===== config.mk =====
export PLATFORM = sky130hd
export DESIGN_NAME = efm_shaper
export DESIGN_NICKNAME = d
export VERILOG_FILES = /design/src/rtl/efm_pkg.sv /design/src/rtl/efm_hist.sv /design/src/rtl/efm_fb_sum.sv /design/src/rtl/efm_trunc.sv /design/src/rtl/efm_shaper.sv
export SDC_FILE = /design/constraint.sdc
export NUM_CORES = 1
export LEC_CHECK = 0
export CAP_MARGIN = 20
export CORE_MARGIN = 4
export CORE_UTILIZATION = 45
export CTS_BUF_LIST = sky130_fd_sc_hd__clkbuf_16
export CTS_CLUSTER_DIAMETER = 150
export CTS_CLUSTER_SIZE = 8
export DETAILED_ROUTE_END_ITERATION = 10
export PLACE_DENSITY = 0.68
export SLEW_MARGIN = 20
export SYNTH_ARGS = -nofsm -noshare
export SYNTH_HDL_FRONTEND = slang
export SYNTH_SLANG_ARGS = --single-unit

===== constraint.sdc =====
create_clock -name clk -period 5.9 [get_ports clk]
set_input_delay 0.885 -clock clk [delete_from_list [all_inputs] [get_ports clk]]
set_output_delay 0.885 -clock clk [all_outputs]
set_load 0.005 [all_outputs]

===== src/rtl/efm_pkg.sv =====
package efm_pkg;
  // Feedback coefficient applied to the residue delayed by k samples,
  // chosen so that the quantization error sees (1 - z^-1)^order.
  function automatic int fb_coef(input int order, input int k);
    int c;
    c = 1;
    for (int i = 0; i < k; i++) c = c * (order - i) / (i + 1);
    return (k % 2 == 1) ? c : -c;
  endfunction
endpackage


===== src/rtl/efm_hist.sv =====
module efm_hist #(
  parameter int RES_W = 6,
  parameter int DEPTH = 3
) (
  input  logic                         clk,
  input  logic                         rst_n,
  input  logic                         en,
  input  logic [RES_W-1:0]             din,
  output logic [DEPTH-1:0][RES_W-1:0]  taps
);
  logic [DEPTH-1:0][RES_W-1:0] taps_q, taps_d;

  always_comb begin
    taps_d[0] = din;
    for (int k = 1; k < DEPTH; k++) taps_d[k] = taps_q[k-1];
  end

  always_ff @(posedge clk or negedge rst_n) begin
    if (!rst_n)  taps_q <= '0;
    else if (en) taps_q <= taps_d;
  end

  assign taps = taps_q;
endmodule


===== src/rtl/efm_fb_sum.sv =====
module efm_fb_sum #(
  parameter int IN_W  = 16,
  parameter int RES_W = 6,
  parameter int ORDER = 3,
  parameter int SUM_W = 20
) (
  input  logic [IN_W-1:0]               x,
  input  logic [ORDER-1:0][RES_W-1:0]   taps,
  output logic signed [SUM_W-1:0]       v
);
  logic signed [SUM_W-1:0] term [ORDER];
  logic signed [SUM_W-1:0] acc;

  for (genvar k = 0; k < ORDER; k++) begin : g_tap
    localparam int COEF = efm_pkg::fb_coef(ORDER, k + 1);
    localparam logic signed [SUM_W-1:0] COEF_S = SUM_W'(COEF);
    assign term[k] = COEF_S * $signed({{(SUM_W-RES_W){1'b0}}, taps[k]});
  end

  always_comb begin
    acc = $signed({{(SUM_W-IN_W){1'b0}}, x});
    for (int k = 0; k < ORDER; k++) acc = acc + term[k];
  end

  assign v = acc;
endmodule


===== src/rtl/efm_trunc.sv =====
module efm_trunc #(
  parameter int SUM_W = 20,
  parameter int RES_W = 6
) (
  input  logic signed [SUM_W-1:0]        v,
  output logic signed [SUM_W-RES_W-1:0]  q,
  output logic [RES_W-1:0]               res
);
  // Dropping the low bits of a two's complement word is a floor division.
  assign q   = v[SUM_W-1:RES_W];
  assign res = v[RES_W-1:0];
endmodule


===== src/rtl/efm_shaper.sv =====
module efm_shaper #(
  parameter int IN_W  = 16,
  parameter int RES_W = 6,
  parameter int ORDER = 3
) (
  input  logic                          clk,
  input  logic                          rst_n,
  input  logic                          in_vld,
  input  logic [IN_W-1:0]               x_i,
  output logic                          out_vld,
  output logic signed [IN_W-RES_W+ORDER:0] y_o
);
  localparam int OUT_W = IN_W - RES_W + ORDER + 1;
  localparam int SUM_W = OUT_W + RES_W;

  if (ORDER < 1 || ORDER > 3) begin : g_bad_order
    $error("efm_shaper: ORDER must be 1, 2 or 3");
  end
  if (RES_W < 1 || RES_W >= IN_W) begin : g_bad_res
    $error("efm_shaper: RES_W must lie in 1..IN_W-1");
  end

  logic [ORDER-1:0][RES_W-1:0] taps;
  logic signed [SUM_W-1:0]     v;
  logic signed [OUT_W-1:0]     q;
  logic [RES_W-1:0]            res;
  logic signed [OUT_W-1:0]     y_q, y_d;
  logic                        vld_q, vld_d;

  efm_hist #(.RES_W(RES_W), .DEPTH(ORDER)) u_hist (
    .clk(clk), .rst_n(rst_n), .en(in_vld), .din(res), .taps(taps)
  );

  efm_fb_sum #(.IN_W(IN_W), .RES_W(RES_W), .ORDER(ORDER), .SUM_W(SUM_W)) u_sum (
    .x(x_i), .taps(taps), .v(v)
  );

  efm_trunc #(.SUM_W(SUM_W), .RES_W(RES_W)) u_trunc (
    .v(v), .q(q), .res(res)
  );

  always_comb begin
    y_d   = q;
    vld_d = in_vld;
  end

  always_ff @(posedge clk or negedge rst_n) begin
    if (!rst_n) begin
      y_q   <= '0;
      vld_q <= 1'b0;
    end else begin
      vld_q <= vld_d;
      if (in_vld) y_q <= y_d;
    end
  end

  assign y_o     = y_q;
  assign out_vld = vld_q;
endmodule


After elaboration in Yosys (flattened, before gate mapping)
Index checks and enable logic that the tools add are counted.
Cells by class
  equality and inequality tests: 0
  magnitude comparators: 0
  divide/modulo/power cells: 0
  shifts and indexed selects: 0
  add/sub/neg operators: 3
  reductions and logical operators: 0
  mux-type cells: 0
  $mul: 2
  bitwise logic cells: 0
Operators by type and width (number)
  adder 17 x 20 -> 20 bit: 1
  adder 20 bit: 1
  adder 20 x 7 -> 20 bit: 1
  multiplier 3 x 7 -> 10 bit (first input constant): 1
  multiplier 2 x 6 -> 8 bit (first input constant): 1
Storage, ports and cells
  bits in read-only memories: 0
  memories: 0
  output and inout bits: 15
  RAM bits: 0
  input bits: 19
  bits in latches: 0
  logic and storage cells: 10
  bits in registers: 33

Logic depth before layout (Yosys ltp)
  depth after elaboration: 4
  depth in mapped cells: 20
  gate-level depth less buffers: 20

By module
From an unflattened synthesis, not the netlist that was laid out.
Second synthesis, totals
  cell total of the unflattened synthesis: 341
  area, all modules: 3439.5 µm²
By module, submodules not included
  efm_fb_sum: cells an instance 253, seq. area each 0.0 µm², instances 1, area each 2023.2 µm²
  efm_hist: cells an instance 38, seq. area each 450.4 µm², instances 1, area each 721.9 µm²
  efm_shaper: cells an instance 30, seq. area each 375.4 µm², instances 1, area each 544.3 µm²
  efm_trunc: cells an instance 20, seq. area each 0.0 µm², instances 1, area each 150.1 µm²

Worst setup path before layout
Ideal clock, no wire load.
  path type: reg2reg
  start: register u_hist.taps_q (netlist bit u_hist.taps[7])
  end: register y_q[8], in the netlist y_o[8]
  cell stages (with the launch flop): 21
  path slack: 1495 ps
  clock period less this slack: 4405 ps
  data required time: 5775 ps
  path buffers: 1
  arrival: 4280 ps
  library setup time: 125 ps
  cell sequence: dfrtp_1 inv_1 ha_1 ha_1 ha_1 inv_1 fa_1 nor2b_1 o31a_1 or2_1 inv_1 ha_1 ha_1 ha_1 clkdlybuf4s15_2 a21oi_1 o21ai_0 a21oi_1 o21bai_1 xor2_1 mux2_2
Between the ends
  longest elaborated chain between the ends: 3
RTL lines
  start, declared: RTL line efm_hist.sv:11  | logic [DEPTH-1:0][RES_W-1:0] taps_q, taps_d;
  start signal, assigned: RTL line efm_hist.sv:20  | else if (en) taps_q <= taps_d;
  multiplier 3 x 7 -> 10 bit: RTL line efm_fb_sum.sv:17  | assign term[k] = COEF_S * $signed({{(SUM_W-RES_W){1'b0}}, taps[k]});
  adder 20 bit: RTL line efm_fb_sum.sv:22  | for (int k = 0; k < ORDER; k++) acc = acc + term[k];
  adder 20 x 7 -> 20 bit: RTL line efm_fb_sum.sv:22
  end signal, assigned: RTL line efm_shaper.sv:53  | if (in_vld) y_q <= y_d;
  end, declared: RTL line efm_shaper.sv:27  | logic signed [OUT_W-1:0] y_q, y_d;
Every way passes these cells.
A chain may end at the register's enable or synchronous reset.

Final worst setup path
Ends and elaborated chain as after synthesis.

==> flow_summary.yaml <==
status:
  status: "completed"
synth:
  synth.net_count: 427
  synth_cells: 335
  yosysSeqAreaShare: 0.252
  ys.flop_type: "dfrtp_1"
  synth.area.top_cells: "dfrtp_1, ha_1, fa_1"
  synth-edff-count: 0
  yosysTopAreaCellShare: 0.252
  ys_ff_latch: 33
  syn_area_um2: 3270
  yosys.area.top_type: "dfrtp_1"
  yosysWarnings: 0
  postSynthAreaPerCell_um2: 9.76
  async_flop_share: 1.00
  synth.distinct_cells: 47
worst_hold_path:
  hp-class: "reg -> reg"
drt:
  postRouteAntennaNets: 0
  drtIter0Drc: 189
  viasPerCell: 5.40
  vias: 2500
  totalWireLength_um: 6940
  drc_errors: 0
  wl_per_cell_um: 15.0
  drt_pre_antenna_iters: 4
sta:
  max_clock_freq_mhz: 205
  worst_pin_slew_ns: 0.490
  fin_skew_ns: 0.0118
  hold_violations: 0
  drv_slew: 0
  period_minus_slack_ns: 4.88
  fin_crit_sh: 0.828
  rsz0062_at_grt: "false"
  fin_setup_tns_ns: 0
  setup_viol: 0
  relSlewSlack: 0.673
floorplanning:
  initial_core_util: 0.471
  rows: 30
  coreArea_um2: 6940
  dieArea_um2: 8700
  ioPinCount: 34
  die_w_um: 93.3
  die_h_um: 93.3
setup_path:
  crit_path_start_kind: "flip-flop"
  reg2regPathDepth: 19
  r2r-start: "u_hist.taps[7]$_DFFE_PN0P_"
  r2r_slack_ns: 1.02
  end_kind: "flip-flop"
  critPathMostFrequentCell: "ha_1"
  critPathArrivalTime_ns: 5.05
  crit_chain: "inv_1 > ha_1 > ha_1 > ha_1 > inv_1 > fa_1 > nor2b_1 > o31a_1 > or2_1 > inv_1 > ha_1 > ha_1 > ha_1 > a21oi_1 > o21ai_0 > a21oi_1 > o21bai_1 > xor2_1 > mux2_2"
  slowest_delay_ns: 0.44
  r2r-end: "y_o[8]$_DFFE_PN0P_"
  crit_end: "y_o[8]$_DFFE_PN0P_"
  worst_path_max_delay_cell: "ha_1"
  crit_required_ns: 6.07
  worstPathMaxFanout: 11
  path_class: "reg -> reg"
  cp-startpoint: "u_hist.taps[7]$_DFFE_PN0P_"
clock_network:
  cts_tree: "yes"
  cts_resized: 0
  cts_root_buffer: "clkbuf_16"
  clock_sinks: 33
  htree_levels: 2
  clk_latency_ns: 0.28
  cts_setup_buffers: 0
  clk_pin_slew_ns: 0.06
  hold_buffers: 0
  cts_made_buffers: 5
  clockBufferDepth: 2
layout:
  fill_cells: 638
  final_cell_mix: "ha_1, inv_1, clkdlybuf4s50_1, dfrtp_1, o21ai_0"
  diodes: 0
  drive_above_1_share: 0.0817
  final_common_cell: "ha_1"
  fin_nets: 458
  syn_to_final_growth_pct: 15.8
global_routing:
  antenna_found_initial: 0
  grt_max_degree: 47
  grt_pass1_wl_um: 11800
  grt_overflow_total: 0
  grt_use_total: 0.170
  grt_pass1_vias: 2483
run:
  drv_cap: 0
place:
  dp_hpwl_um: 5400
  io_buffers: 33
  gp_congestion: 0.894
==> worst max-delay path, delay by kind of cell, from the launching register on <==
kind                     cells  cell delay [ns]
AO/OA/AOI/OAI                5             1.11
XOR/XNOR                     1             0.18
adder cells (fa/ha/maj)      7             2.02
buffers and inverters        3             0.46
flip-flops                   1             0.38
multiplexers                 1             0.27
AND/OR/NAND/NOR              2             0.33
==> cells by family (layout without fill, tap and decap cells) <==
kind of cell	after synthesis	in the layout	share of synthesized area
flip-flops	33	33	0.252
buffers and inverters	47	79	0.0673
XOR/XNOR	17	17	0.0455
multiplexers	14	14	0.0478
AND/OR/NAND/NOR	63	63	0.0868
adder cells (fa/ha/maj)	73	73	0.316
AO/OA/AOI/OAI	88	88	0.184
==> worst min path at each step <==
stage,from,end,slack [ns],cells past startpoint
floorplan,y_o[11]$_DFFE_PN0P_,y_o[11]$_DFFE_PN0P_,0.48,2
global placement,y_o[11]$_DFFE_PN0P_,y_o[11]$_DFFE_PN0P_,0.47,2
detailed placement,y_o[9]$_DFFE_PN0P_,y_o[9]$_DFFE_PN0P_,0.47,2
CTS,y_o[9]$_DFFE_PN0P_,y_o[9]$_DFFE_PN0P_,0.49,2
global route,y_o[13]$_DFFE_PN0P_,y_o[13]$_DFFE_PN0P_,0.51,1
finish,y_o[9]$_DFFE_PN0P_,y_o[9]$_DFFE_PN0P_,0.49,2
==> cell usage after synthesis (all sizes together) (2+ instances only) <==
library cell	number
nand3	2
clkbuf	5
o211ai	3
mux2	13
o31ai	3
nand2b	4
o21a	6
a21o	8
nand2	25
o31a	2
nand4	5
o21ai	27
o21bai	5
nor3	3
a21oi	24
a211oi	3
nor2b	3
ha	57
xor2	11
xnor2	6
fa	16
buf	5
inv	35
dfrtp	33
nor2	17
==> metrics by stage <==
step | util | hold WS, ns | std cells | setup WS (ns) | instance area, um2
final | 0.546 | 0.487 | 463 | 1.02 | 3790
after global routing | 0.546 | 0.513 | 463 | 0.675 | 3790
after CTS | 0.546 | 0.487 | 463 | 1.04 | 3790
after detailed placement | 0.526 | 0.472 | 455 | 1.05 | 3650
after global placement | 0.526 | 0.465 | 455 | 1.20 | 3650
after floorplan | - | 0.475 | 335 | 1.50 | 3270
==> cell type report <==
cell class                      instances  area, um2  share of cell area
Clock buffer                            5        125              0.0330
Clock inverter                          3       12.5             0.00330
Inverter                               36        135              0.0357
Multi-Input combinational cell        255       2220               0.587
Sequential cell                        33        826               0.218
Tap cell                               96        120              0.0317
Timing Repair Buffer                   35        345              0.0911
==> flip-flops by register name (all words and copies together), names as in the netlist <==
signal and flops:
out_vld 1, u_hist.taps 18, y_o 14
==> metal layers <==
metal / vias to the layer above / wire (um) / global-route usage / share of wire
met5: - / 0 / 0 / 0
li1: 1230 / - / - / -
met2: 81 / 3020 / 0.245 / 0.43
met4: 0 / 125 / 0.0549 / 0.018
met1: 1179 / 3450 / 0.256 / 0.50
met3: 10 / 352 / 0.0282 / 0.051
Power is left out: the tool's default activity adds up to more than one toggle a clock period on the data nets, which glitch-free logic cannot reach.
